===== config.mk =====
export PLATFORM = sky130hd
export DESIGN_NAME = hsk_port_duo
export DESIGN_NICKNAME = d
export VERILOG_FILES = /design/src/rtl/hsk_pkg.sv /design/src/rtl/hsk_sync.sv /design/src/rtl/hsk_edge.sv /design/src/rtl/hsk_chan.sv /design/src/rtl/hsk_port_duo.sv
export SDC_FILE = /design/constraint.sdc
export NUM_CORES = 1
export LEC_CHECK = 0
export BUFFER_PORTS_ARGS = -buffer_cell sky130_fd_sc_hd__buf_4
export CAP_MARGIN = 30
export CORE_MARGIN = 2
export CORE_UTILIZATION = 48
export DETAILED_ROUTE_END_ITERATION = 10
export GPL_ROUTABILITY_DRIVEN = 0
export PLACE_DENSITY = 0.79
export SYNTH_ARGS = -nofsm -noshare
export SYNTH_HDL_FRONTEND = slang
export SYNTH_HIERARCHICAL = 1
export SYNTH_SLANG_ARGS = --single-unit

===== constraint.sdc =====
create_clock -name clk -period 1.94 [get_ports clk]
set_clock_uncertainty 0.1 [all_clocks]
set_input_delay 0.291 -clock clk [delete_from_list [all_inputs] [get_ports clk]]
set_output_delay 0.291 -clock clk [all_outputs]
set_load 0.05 [all_outputs]

===== src/rtl/hsk_pkg.sv =====
package hsk_pkg;

    localparam int PC_W  = 8;
    localparam int SEL_W = 3;
    localparam int N_GRP = 2;

    typedef enum logic {
        DIR_OUT = 1'b0,
        DIR_IN  = 1'b1
    } hs_dir_e;

    typedef struct packed {
        logic inte;
        logic intr;
        logic obf_n;
        logic ibf;
    } hs_flags_t;

    localparam hs_flags_t FLAGS_IDLE = '{inte: 1'b0, intr: 1'b0, obf_n: 1'b1, ibf: 1'b0};

    // control-port line map per group (0 = A, 1 = B)
    function automatic logic [SEL_W-1:0] strobe_line(input int g);
        return (g == 0) ? 3'd4 : 3'd2;
    endfunction

    function automatic logic [SEL_W-1:0] full_in_line(input int g);
        return (g == 0) ? 3'd5 : 3'd1;
    endfunction

    function automatic logic [SEL_W-1:0] ack_line(input int g);
        return (g == 0) ? 3'd6 : 3'd2;
    endfunction

    function automatic logic [SEL_W-1:0] full_out_line(input int g);
        return (g == 0) ? 3'd7 : 3'd1;
    endfunction

    function automatic logic [SEL_W-1:0] irq_line(input int g);
        return (g == 0) ? 3'd3 : 3'd0;
    endfunction

    function automatic logic [SEL_W-1:0] inte_in_line(input int g);
        return (g == 0) ? 3'd4 : 3'd2;
    endfunction

    function automatic logic [SEL_W-1:0] inte_out_line(input int g);
        return (g == 0) ? 3'd6 : 3'd2;
    endfunction

endpackage


===== src/rtl/hsk_sync.sv =====
module hsk_sync #(
    parameter int             W      = 1,
    parameter int             STAGES = 2,
    parameter logic [W-1:0]   INIT   = '0
) (
    input  logic         clk,
    input  logic         rst,
    input  logic [W-1:0] din,
    output logic [W-1:0] dout
);

    logic [STAGES-1:0][W-1:0] stg;

    always_ff @(posedge clk) begin
        if (rst) begin
            stg <= {STAGES{INIT}};
        end else begin
            stg[0] <= din;
            for (int k = 1; k < STAGES; k++) begin
                stg[k] <= stg[k-1];
            end
        end
    end

    assign dout = stg[STAGES-1];

endmodule


===== src/rtl/hsk_edge.sv =====
module hsk_edge #(
    parameter int           W    = 1,
    parameter logic [W-1:0] POL  = '0,   // 1: rising, 0: falling per bit
    parameter logic [W-1:0] INIT = '0
) (
    input  logic         clk,
    input  logic         rst,
    input  logic [W-1:0] d,
    output logic [W-1:0] evt
);

    logic [W-1:0] q;

    always_ff @(posedge clk) begin
        if (rst) q <= INIT;
        else     q <= d;
    end

    for (genvar i = 0; i < W; i++) begin : g_bit
        if (POL[i]) begin : g_rise
            assign evt[i] = d[i] & ~q[i];
        end else begin : g_fall
            assign evt[i] = ~d[i] & q[i];
        end
    end

endmodule


===== src/rtl/hsk_chan.sv =====
module hsk_chan
    import hsk_pkg::*;
#(
    parameter int               W            = 8,
    parameter int               SYNC_STAGES  = 2,
    parameter logic [SEL_W-1:0] INTE_IN_BIT  = 3'd4,
    parameter logic [SEL_W-1:0] INTE_OUT_BIT = 3'd6
) (
    input  logic             clk,
    input  logic             rst,
    input  logic             en,
    input  logic             dir_in,
    input  logic             rd,
    input  logic             wr,
    input  logic [W-1:0]     wdata,
    input  logic             bsr_we,
    input  logic [SEL_W-1:0] bsr_sel,
    input  logic             bsr_val,
    input  logic [1:0]       hs_pins,   // [0] strobe, [1] acknowledge
    input  logic [W-1:0]     port_in,
    output logic [W-1:0]     port_out,
    output logic             port_oe,
    output logic [W-1:0]     rdata,
    output logic             bf_pin,
    output logic             irq_pin
);

    // synchronized handshake pins
    logic [1:0] hs_s;
    hsk_sync #(.W(2), .STAGES(SYNC_STAGES), .INIT(2'b11)) u_sync (
        .clk  (clk),
        .rst  (rst),
        .din  (hs_pins),
        .dout (hs_s)
    );

    logic [1:0] hs_fall;
    hsk_edge #(.W(2), .POL(2'b00), .INIT(2'b11)) u_hs_edge (
        .clk (clk),
        .rst (rst),
        .d   (hs_s),
        .evt (hs_fall)
    );

    // CPU strobe edges: [3] write start, [2] write end, [1] read start, [0] read end
    logic [3:0] cpu_evt;
    hsk_edge #(.W(4), .POL(4'b1010), .INIT(4'b0000)) u_cpu_edge (
        .clk (clk),
        .rst (rst),
        .d   ({wr, wr, rd, rd}),
        .evt (cpu_evt)
    );

    logic stb_s, ack_s, stb_fall, ack_fall;
    logic wr_start, wr_end, rd_start, rd_end;
    assign stb_s    = hs_s[0];
    assign ack_s    = hs_s[1];
    assign stb_fall = hs_fall[0];
    assign ack_fall = hs_fall[1];
    assign wr_start = cpu_evt[3];
    assign wr_end   = cpu_evt[2];
    assign rd_start = cpu_evt[1];
    assign rd_end   = cpu_evt[0];

    // configuration tracking for mode entry
    hs_dir_e dir_e;
    logic    en_q, dir_q, entry, act_in, act_out;
    logic [SEL_W-1:0] inte_bit;

    assign dir_e    = hs_dir_e'(dir_in);
    assign entry    = en && (!en_q || (dir_q != dir_in));
    assign act_in   = en && (dir_e == DIR_IN);
    assign act_out  = en && (dir_e == DIR_OUT);
    assign inte_bit = (dir_e == DIR_IN) ? INTE_IN_BIT : INTE_OUT_BIT;

    always_ff @(posedge clk) begin
        if (rst) begin
            en_q  <= 1'b0;
            dir_q <= 1'b0;
        end else begin
            en_q  <= en;
            dir_q <= dir_in;
        end
    end

    // handshake flags
    hs_flags_t cur, nxt;

    always_comb begin
        nxt = cur;
        if (!en || entry) begin
            nxt = FLAGS_IDLE;
        end else begin
            if (bsr_we && (bsr_sel == inte_bit)) begin
                nxt.inte = bsr_val;
            end
            if (act_in) begin
                if (rd_end)   nxt.ibf = 1'b0;
                if (stb_fall) nxt.ibf = 1'b1;
                nxt.intr = nxt.ibf & stb_s & nxt.inte & ~rd;
            end else begin
                if (ack_fall) nxt.obf_n = 1'b1;
                if (wr_end)   nxt.obf_n = 1'b0;
                nxt.intr = nxt.obf_n & ack_s & nxt.inte & ~wr;
            end
        end
    end

    always_ff @(posedge clk) begin
        if (rst) cur <= FLAGS_IDLE;
        else     cur <= nxt;
    end

    // data latches
    logic [W-1:0] in_lat, out_lat;

    always_ff @(posedge clk) begin
        if (rst) begin
            in_lat  <= '0;
            out_lat <= '0;
        end else begin
            if (act_in && !stb_s) in_lat  <= port_in;
            if (act_out && wr)    out_lat <= wdata;
        end
    end

    assign port_out = out_lat;
    assign port_oe  = act_out;
    assign rdata    = in_lat;
    assign bf_pin   = (dir_e == DIR_IN) ? cur.ibf : cur.obf_n;
    assign irq_pin  = cur.intr;

    // checks
    p_ibf_set_r2: assert property (@(posedge clk) disable iff (rst)
        (act_in && !entry && stb_fall) |=> cur.ibf);

    p_ibf_clear_r3: assert property (@(posedge clk) disable iff (rst)
        (act_in && !entry && rd_end && !stb_fall) |=> !cur.ibf);

    p_irq_drop_rd_r4: assert property (@(posedge clk) disable iff (rst)
        (act_in && rd_start) |=> !cur.intr);

    p_obf_low_r6: assert property (@(posedge clk) disable iff (rst)
        (act_out && !entry && wr_end) |=> !cur.obf_n);

    p_irq_drop_wr_r7: assert property (@(posedge clk) disable iff (rst)
        (act_out && wr_start) |=> !cur.intr);

    p_entry_idle_r9: assert property (@(posedge clk) disable iff (rst)
        entry |=> (!cur.ibf && cur.obf_n && !cur.intr && !cur.inte));

endmodule


===== src/rtl/hsk_port_duo.sv =====
module hsk_port_duo
    import hsk_pkg::*;
#(
    parameter int W           = 8,
    parameter int SYNC_STAGES = 2
) (
    input  logic             clk,
    input  logic             rst,
    input  logic             cfg_en_a,
    input  logic             cfg_in_a,
    input  logic             cfg_en_b,
    input  logic             cfg_in_b,
    input  logic             rd_a,
    input  logic             wr_a,
    input  logic             rd_b,
    input  logic             wr_b,
    input  logic [W-1:0]     cpu_wdata,
    input  logic             bsr_we,
    input  logic [2:0]       bsr_sel,
    input  logic             bsr_val,
    input  logic [W-1:0]     pa_in,
    output logic [W-1:0]     pa_out,
    output logic             pa_oe,
    output logic [W-1:0]     rdata_a,
    input  logic [W-1:0]     pb_in,
    output logic [W-1:0]     pb_out,
    output logic             pb_oe,
    output logic [W-1:0]     rdata_b,
    input  logic [7:0]       pc_in,
    output logic [7:0]       pc_out,
    output logic [7:0]       pc_oe,
    output logic [7:0]       pc_view
);

    logic [N_GRP-1:0] grp_en, grp_dir, grp_rd, grp_wr, grp_bf, grp_irq, grp_poe;
    logic [W-1:0]     grp_pin   [N_GRP];
    logic [W-1:0]     grp_pout  [N_GRP];
    logic [W-1:0]     grp_rdata [N_GRP];

    assign grp_en  = {cfg_en_b, cfg_en_a};
    assign grp_dir = {cfg_in_b, cfg_in_a};
    assign grp_rd  = {rd_b, rd_a};
    assign grp_wr  = {wr_b, wr_a};
    assign grp_pin[0] = pa_in;
    assign grp_pin[1] = pb_in;

    for (genvar g = 0; g < N_GRP; g++) begin : g_grp
        hsk_chan #(
            .W            (W),
            .SYNC_STAGES  (SYNC_STAGES),
            .INTE_IN_BIT  (inte_in_line(g)),
            .INTE_OUT_BIT (inte_out_line(g))
        ) u_chan (
            .clk      (clk),
            .rst      (rst),
            .en       (grp_en[g]),
            .dir_in   (grp_dir[g]),
            .rd       (grp_rd[g]),
            .wr       (grp_wr[g]),
            .wdata    (cpu_wdata),
            .bsr_we   (bsr_we),
            .bsr_sel  (bsr_sel),
            .bsr_val  (bsr_val),
            .hs_pins  ({pc_in[ack_line(g)], pc_in[strobe_line(g)]}),
            .port_in  (grp_pin[g]),
            .port_out (grp_pout[g]),
            .port_oe  (grp_poe[g]),
            .rdata    (grp_rdata[g]),
            .bf_pin   (grp_bf[g]),
            .irq_pin  (grp_irq[g])
        );
    end

    assign pa_out  = grp_pout[0];
    assign pb_out  = grp_pout[1];
    assign pa_oe   = grp_poe[0];
    assign pb_oe   = grp_poe[1];
    assign rdata_a = grp_rdata[0];
    assign rdata_b = grp_rdata[1];

    // control-port line assembly
    always_comb begin
        pc_out = '0;
        pc_oe  = '0;
        for (int g = 0; g < N_GRP; g++) begin
            if (grp_en[g]) begin
                if (grp_dir[g]) begin
                    pc_oe[full_in_line(g)]  = 1'b1;
                    pc_out[full_in_line(g)] = grp_bf[g];
                end else begin
                    pc_oe[full_out_line(g)]  = 1'b1;
                    pc_out[full_out_line(g)] = grp_bf[g];
                end
                pc_oe[irq_line(g)]  = 1'b1;
                pc_out[irq_line(g)] = grp_irq[g];
            end
        end
    end

    always_comb begin
        for (int i = 0; i < PC_W; i++) begin
            pc_view[i] = pc_oe[i] ? pc_out[i] : pc_in[i];
        end
    end

endmodule


# == Word-level counts from Yosys, hierarchy flattened ==
# Cells that the tools add are included.
# W data, S select, Z words.
# op_classes
n_eq_ne,4
mux,42
bitwise_logic,30
reduce_logical,24
# op_table
cell,count
$mux W1,39
$and A1 B1 Y1,20
$logic_and A1 B1 Y1,12
$not A1 Y1,10
$logic_not A1 Y1,6
$mux W2,3
$logic_or A1 B1 Y1,4
$reduce_or A2 Y1,2
$eq A3 B2 Y1 const B,1
$eq A3 B3 Y1,1
$ne A1 B1 Y1,2
# word_totals
register_bits,59
inputBits,47
out_inout_bits,58
elab_cells,124

# == Depth between registers and ports, before layout ==
# Gate-level depths: netlist of run 1.
# depth
depth_word,10
mapped_depth,6
mapped_depth_nobuf,5

# == Modules after synthesis ==
# The synthesis of run 1 kept the hierarchy.
# by_module_without_submodules
module,instances,cells_per_inst,area_each_um2,seq_area_each_um2
hsk_chan (g_grp[1].u_chan),1,83,884.6,440.4
hsk_chan (g_grp[0].u_chan),1,103,863.3,440.4
hsk_edge (g_grp[0].u_chan.u_cpu_edge ...),2,12,130.1,80.1
hsk_sync,2,10,120.1,80.1
hsk_port_duo,1,25,212.7,0.0
hsk_edge (g_grp[0].u_chan.u_hs_edge ...),2,6,67.6,40.0

# == Least setup slack after synthesis of run 1 ==
# OpenSTA, ideal clock, no wires.
# synth_path
kind,input to output
start,in cfg_en_a
end,out pc_out[7]
arrival_time_ps,1115
t_required_ps,1549
path_slack_ps,434
path_stages,2
path_buffers,0
cell_sequence,nor2b_4 > and2_1
# synth_between
elab_chain_cells,1
# synth_rtl
element,line,source
"start, declared",hsk_port_duo.sv:9,"input logic cfg_en_a,"
$mux W1,hsk_port_duo.sv:86,if (grp_en[g]) begin
"end, declared",hsk_port_duo.sv:30,"output logic [7:0] pc_out,"
# No other way between the ends.

# == Worst setup path after layout of run 1 ==
# layout_path
start,reg g_grp[0].u_chan/cur[0] (netlist name)
end,out pc_view[7]
# layout_between
elab_chain_cells,4
# layout_rtl
element,line,source
"start, declared",hsk_chan.sv:87,"hs_flags_t cur, nxt;"
"start signal, assigned",hsk_chan.sv:111,else cur <= nxt;
$mux W1,hsk_chan.sv:130,assign bf_pin = (dir_e == DIR_IN) ? cur.ibf : cur.obf_n;
via grp_bf[0],hsk_port_duo.sv:35,"logic [N_GRP-1:0] grp_en, grp_dir, grp_rd, grp_wr, grp_bf, grp_irq, grp_poe;"
$mux W1,hsk_port_duo.sv:87,if (grp_dir[g]) begin
$mux W1,hsk_port_duo.sv:86,
$mux W1,hsk_port_duo.sv:102,pc_view[i] = pc_oe[i] ? pc_out[i] : pc_in[i];
"end, declared",hsk_port_duo.sv:32,output logic [7:0] pc_view
# The timed path passes the listed nets, and every way through them passes these cells.

==> results.md, run 1 <==
- Post-layout instance area: 3309 sq um
- Critical Path Fanout Max: 4
- Chip Height: around 76 um
- Site Rows: 26
- Peak VDD IR: 552.9 uV
- Int Pwr: 1.955 mW
- Initial Utilization: 0.4891
- Initial DRC count: between 90 and 100
- Leakage: ~1.5 nW
- M1 GR Usage: 0.2170
- Die X: around 76 um
- H-Tree Depth: 3
- Worst hold path cell count: 2
- R2R Path Start: g_grp[0].u_chan/u_sync/dout[0]$_SDFF_PP1_
- Drt wl/cell: about 13 um
- Avg Cell Area, Syn: 9.671 sq um
- Core area: 5042 sq um
- Crit. End Element: primary output
- CP Data Required Time: 1.55 ns
- Hold WC Path Type: input port to flop
- Longest Clk Path Bufs: 2
- 1st-pass router iterations: 4
- GR met3 Demand/Resource: 0.08201
- Status: complete, no violations
- Seq pwr share: 0.478
- Startpoint Class: flop
- P&R area growth vs syn: 34.20%
- GRT Total Usage: 0.1931
- Gate Count Post-Synth: 255
- Final hold vios: 0
- Logic pwr share: 0.161
- Max cap viols: 0
- Reg2reg end: g_grp[0].u_chan/irq_pin$_SDFF_PP0_
- Final setup viols: 0
- Clock Latency Late Sink: 0.33 ns
- Post-cts sizing count: 0
- FF-to-FF path depth: 4
- Busiest grt layer: met2
- RSZ-0062 raised after global routing: false
- Pwr Density: 809.1 nW/um^2
- Slew headroom: 0.6472
- Tcrit/Tclk final: 0.9275
- TritonCTS Sinks: 60
- N_diodes: 0
- Largest net degree at the start of global routing: 29
- Fillers: 424
- CTS clock-pin slew for the worst setup and hold paths: around 0.070 ns
- Root Driver: clkbuf_8
- DP HPWL: 3.884 mm
- Clock Power Share: 0.360
- Setup_tns: 0 ns
- NumNets Final: around 390
- Routed Antenna Nets: 0
- Ports: approximately 110
- First-pass GRT wire length: 8.031 mm
- CP Class: flop to primary output
- Layout cells sized above 1: 0.3868
- Min Hold Slack: between 0.05 and 0.06 ns
- Total CTS buffers: 9
- Vias in the first global route: 1810
- NetSw: 0.7221 mW
- Drt drc: 0
- Area after DPL: 3141 sq um
- R2R Setup Slk: 0.48 ns
- Global Route met2 Usage: 0.3227
- Sw Share: 0.2697
- Synth Cell Area: 2466 sq um
- Worst hold path endpoint: g_grp[0].u_chan/u_sync/stg[0]$_SDFF_PP1_
- CTS tree: done
- Die Area: 5727 sq um
- DR vias: 1991
- Setup bufs post-CTS: 0
- Pins Over Slew Limit: 0
- Gr ovfl total: 0
- Data arrival time of the critical path: 1.41 ns
- IO Port Bufs: just under 100
- Initial antenna violation count: 0
- Min-delay src: pc_in[4]
- Synthesis Warnings: 6
- Minimum clock period: 1.799 ns
- Worst slew pin tran: ~0.53 ns
- Hold Buf Count CTS: 0
- Max Clock Freq: 555.7 MHz
- Vias/cell: 4.752
- Total wire length: between 5 and 6 mm
-- layout make-up --
cell class	instances	area, sq um	share of cell area
Timing Repair Buffer	101	758.2	0.2291
Clock buffer	13	158.9	0.04802
Inverter	1	3.754	0.001134
Clock inverter	2	10.01	0.003025
Tap cell	70	87.58	0.02647
Multi-Input combinational cell	172	1090	0.3293
Sequential cell	60	1201	0.3629
-- worst max path at each step --
stage / from / end / slack (ns) / depth (start not counted)
detailed placement: cfg_in_a / pc_view[7] / 0.25 / 4
global route: g_grp[0].u_chan/cur[0]$_SDFFE_PP0P_ / pc_view[7] / 0.09 / 3
global placement: cfg_in_a / pc_view[7] / 0.27 / 4
finish: g_grp[0].u_chan/cur[0]$_SDFFE_PP0P_ / pc_view[7] / 0.14 / 3
CTS: g_grp[0].u_chan/cur[0]$_SDFFE_PP0P_ / pc_view[7] / 0.12 / 3
floorplan: cfg_en_a / pc_out[7] / 0.43 / 2
-- power by group through the flow --
stage	combinational [mW]	clock, mW	sequential (mW)
floorplan	0.243	0	1.36
global placement	0.427	0	1.31
detailed placement	0.434	0	1.31
CTS	0.435	0.996	1.28
global route	0.461	1.05	1.28
finish	0.432	0.965	1.28
-- layer usage --
layer,share of wire,routed length (um),vias up
li1,-,-,1008
met5,0,0,-
met3,0.073,389,6
met4,0.015,78,0
met2,0.50,2672,73
met1,0.41,2186,904
-- flip-flops by register name, summed over array words and instances (netlist names), 4 cells and up --
register,count
g_grp.u_chan/u_cpu_edge/q,4
g_grp.u_chan/u_sync/dout,4
g_grp.u_chan/u_hs_edge/q,4
g_grp.u_chan/cur,6
g_grp.u_chan/port_out,16
g_grp.u_chan/rdata,16
g_grp.u_chan/u_sync/stg,4
-- per-stage QoR --
stage | utilization | total power [mW] | instances | worst slack (ns)
floorplan | - | 1.601 | 260 | 0.4337
global placement | 0.6228 | 1.734 | 404 | 0.2733
detailed placement | 0.6228 | 1.741 | 404 | 0.2502
CTS | 0.6563 | 2.712 | 419 | 0.1185
global route | 0.6563 | 2.795 | 419 | 0.08949
finish | 0.6563 | 2.678 | 419 | 0.1406
-- placed cells by master (no fill, tap or decap) --
cell type	n
buf_4	101
dfxtp_1	60
nand2_1	28
nor2_1	23
a21oi_1	19
mux2i_1	18
nor2b_1	15
or2_1	12
clkbuf_8	11
nand3_1	11
conb_1	6
mux2_2	5
and2_1	4
xnor2_1	3
mux2_4	2
nor2b_4	2
clkinv_2	2
clkbuf_1	2
or2_2	2
o2111ai_1	2
a211oi_2	2
a32oi_1	2
and2b_2	2
nand3b_1	2
a21o_1	2
and3_2	1
and2_4	1
nand2_4	1
nor3_1	1
inv_1	1
or4b_4	1
and2b_1	1
nand3_2	1
and4bb_2	1
and4b_1	1
o21ai_0	1
-- critical path: stages, from the launching register on --
cell and delay, ns:
dfxtp_1 0.33, mux2_2 0.30, mux2_4 0.26, buf_4 0.19
No activity file was read; power rests on OpenSTA's default activity.
==> run 2, diff against run 1 <==
BUFFER_PORTS_ARGS = -buffer_cell sky130_fd_sc_hd__buf_2   (was -buffer_cell sky130_fd_sc_hd__buf_4)
MAX_ROUTING_LAYER = met4   (was unset)
==> run 2 against run 1 <==
  * Power down 0.46%
  * First-iteration DRC count rose by 3.1%
  * Non-clock buffer count unchanged
  * Sequential power hardly changed
  * Core utilization shrank 4.6 points
  * Clock power barely moved
  * Maximum frequency decreased by 0.78%
  * Critical path type unchanged
==> results.md, run 2 (synthesis results as in run 1) <==
- Status: complete, no violations (unchanged)
- Total CTS buffers: 9 (unchanged)
- Drt wl/cell: 11.48 um (was 12.71 um)
- RSZ-0062 raised after global routing: false (unchanged)
- P&R area growth vs syn: 24.76% (was 34.20%)
- Hold WC Path Type: input port to flop (unchanged)
- Pwr Density: 866.2 nW/um^2 (was 809.1 nW/um^2)
- Clock Latency Late Sink: 0.33 ns (about the same)
- Area after DPL: 2895 sq um (was 3141 sq um)
- Slew headroom: 0.6108 (was 0.6472)
- Site Rows: 26 (unchanged)
- Routed Antenna Nets: 0 (unchanged)
- N_diodes: 0 (unchanged)
- Setup crit end: pc_view[7] (unchanged)
- CTS tree: done (unchanged)
- Worst hold path cell count: 2 (unchanged)
- Data arrival time of the critical path: 1.42 ns (was 1.41 ns)
- Setup_tns: 0 ns (unchanged)
- Crit. End Element: primary output (unchanged)
- Multi-input logic area: 1090 sq um (unchanged)
- Gr ovfl total: 0 (unchanged)
- Layout cells sized above 1: 0.3857 (was 0.3868)
- R2R Path Start: g_grp[0].u_chan/u_sync/dout[0]$_SDFF_PP1_ (unchanged)
- Fillers: 444 (was 424)
- M1 GR Usage: 0.2015 (was 0.2170)
- Final hold vios: 0 (unchanged)
- Root Driver: clkbuf_8 (unchanged)
- Reg2reg end: g_grp[0].u_chan/irq_pin$_SDFF_PP0_ (unchanged)
- Vias/cell: 4.712 (was 4.752)
- Worst slew pin tran: 0.5821 ns (was 0.5276 ns)
- DP HPWL: 3.481 mm (was 3.884 mm)
- Longest Clk Path Bufs: 2 (unchanged)
- DR vias: 1979 (was 1991)
- Initial DRC count: 99 (was 96)
- Final setup viols: 0 (unchanged)
- R2R Setup Slk: 0.51 ns (was 0.48 ns)
- Tcrit/Tclk final: 0.9348 (was 0.9275)
- FF-to-FF path depth: 4 (unchanged)
- Ports: 105 (unchanged)
- Crit path launch: g_grp[0].u_chan/cur[1]$_SDFFE_PP1N_ (was g_grp[0].u_chan/cur[0]$_SDFFE_PP0P_)
- Initial Utilization: 0.4891 (unchanged)
- Die Area: 5727 sq um (unchanged)
- TritonCTS Sinks: 60 (unchanged)
- H-Tree Depth: 3 (unchanged)
- Max cap viols: 0 (unchanged)
- CP Data Required Time: 1.55 ns (about the same)
- CTS clock-pin slew for the worst setup and hold paths: 0.06 ns (was 0.07 ns)
- Initial antenna violation count: 0 (unchanged)
- Largest net degree at the start of global routing: 29 (unchanged)
- Core area: 5042 sq um (unchanged)
- Busiest grt layer: met2 (unchanged)
- Startpoint Class: flop (unchanged)
- IO Port Bufs: 98 (unchanged)
- Hold Buf Count CTS: 0 (unchanged)
- Max Clock Freq: 551.4 MHz (was 555.7 MHz)
- Peak VDD IR: 698.7 uV (was 552.9 uV)
- Drt drc: 0 (unchanged)
- GR met3 Demand/Resource: 0.05556 (was 0.08201)
- NumNets Final: 392 (unchanged)
- Post-cts sizing count: 0 (unchanged)
- Post-layout instance area: 3077 sq um (was 3309 sq um)
- Leakage: 1.487 nW (was 1.530 nW)
- Chip Height: 75.68 um (unchanged)
- GRT Total Usage: 0.1798 (was 0.1931)
- Minimum clock period: 1.814 ns (was 1.799 ns)
- CP Class: flop to primary output (unchanged)
- 1st-pass router iterations: 4 (unchanged)
- Register area: 1201 sq um (unchanged)
- Most frequent cells in the layout: buf_2 (98), dfxtp_1 (60), nand2_1 (28), nor2_1 (23), a21oi_1 (19) (was buf_4 (101), dfxtp_1 (60), nand2_1 (28), nor2_1 (23), a21oi_1 (19))
- Pins Over Slew Limit: 0 (unchanged)
- Total wire length: 4.820 mm (was 5.327 mm)
- Critical Path Fanout Max: 4 (unchanged)
- Die X: 75.68 um (unchanged)
- Most common cell after layout, fill and taps aside: buf_2 (was buf_4)
- Setup bufs post-CTS: 0 (unchanged)
- Global Route met2 Usage: 0.2879 (was 0.3227)
- Vias in the first global route: 1700 (was 1810)
- First-pass GRT wire length: 7.300 mm (was 8.031 mm)
run 2: cell count changes in the layout (fill, tap and decap cells not counted):
cell,before,now
clkbuf_8,11,12
clkinv_2,2,1
buf_2,0,98
buf_4,101,3
clkbuf_1,2,3
run 2: through the flow:
step | setup slack [ns] | hold WS, ns | power, mW | std cells | util
CTS | 0.1063 | 0.05250 | 2.700 | 420 | 0.6102
finish | 0.1264 | 0.06335 | 2.665 | 420 | 0.6102
global route | 0.06442 | 0.05472 | 2.780 | 420 | 0.6102
floorplan | 0.4337 | 0.2626 | 1.601 | 260 | -
detailed placement | 0.2365 | 0.2871 | 1.688 | 404 | 0.5742
global placement | 0.2712 | 0.2852 | 1.683 | 404 | 0.5742
run 2: final cells by class:
cell class | count | area share
Clock buffer | 15 | 0.05734
Clock inverter | 1 | 0.001627
Inverter | 1 | 0.001220
Multi-Input combinational cell | 172 | 0.3542
Sequential cell | 60 | 0.3904
Tap cell | 70 | 0.02847
Timing Repair Buffer | 101 | 0.1667
run 2: worst min-delay path by stage:
stage                                                         from                                          to  slack, ns
after floorplan                                                rst  g_grp[0].u_chan/u_cpu_edge/q[0]$_SDFF_PP0_       0.26
after global placement    g_grp[1].u_chan/u_sync/stg[0]$_SDFF_PP1_   g_grp[1].u_chan/u_sync/dout[0]$_SDFF_PP1_       0.29
after detailed placement  g_grp[1].u_chan/u_sync/stg[1]$_SDFF_PP1_   g_grp[1].u_chan/u_sync/dout[1]$_SDFF_PP1_       0.29
after CTS                                                 pc_in[6]    g_grp[0].u_chan/u_sync/stg[1]$_SDFF_PP1_       0.05
after global routing                                      pc_in[6]    g_grp[0].u_chan/u_sync/stg[1]$_SDFF_PP1_       0.05
final                                                     pc_in[4]    g_grp[0].u_chan/u_sync/stg[0]$_SDFF_PP1_       0.06
run 2: where the power goes:
group / switching, mW / total (mW) / internal (mW)
clock: 0.437 / 1.00 / 0.568
combinational: 0.261 / 0.380 / 0.119
sequential: 0.0136 / 1.28 / 1.27
total: 0.711 / 2.67 / 1.95
run 2: critical path, cell delays in order, from the launching register on:
cell     delay (ns)
dfxtp_1        0.33
mux2_2         0.30
mux2_4         0.26
buf_2          0.21
run 2: layer usage:
metal | routed length [um] | share of wire | vias to the layer above
met5 | 0 | 0 | -
met4 | 89 | 0.018 | 0
met3 | 343 | 0.071 | 7
met2 | 2299 | 0.48 | 72
met1 | 2087 | 0.43 | 895
li1 | - | - | 1005
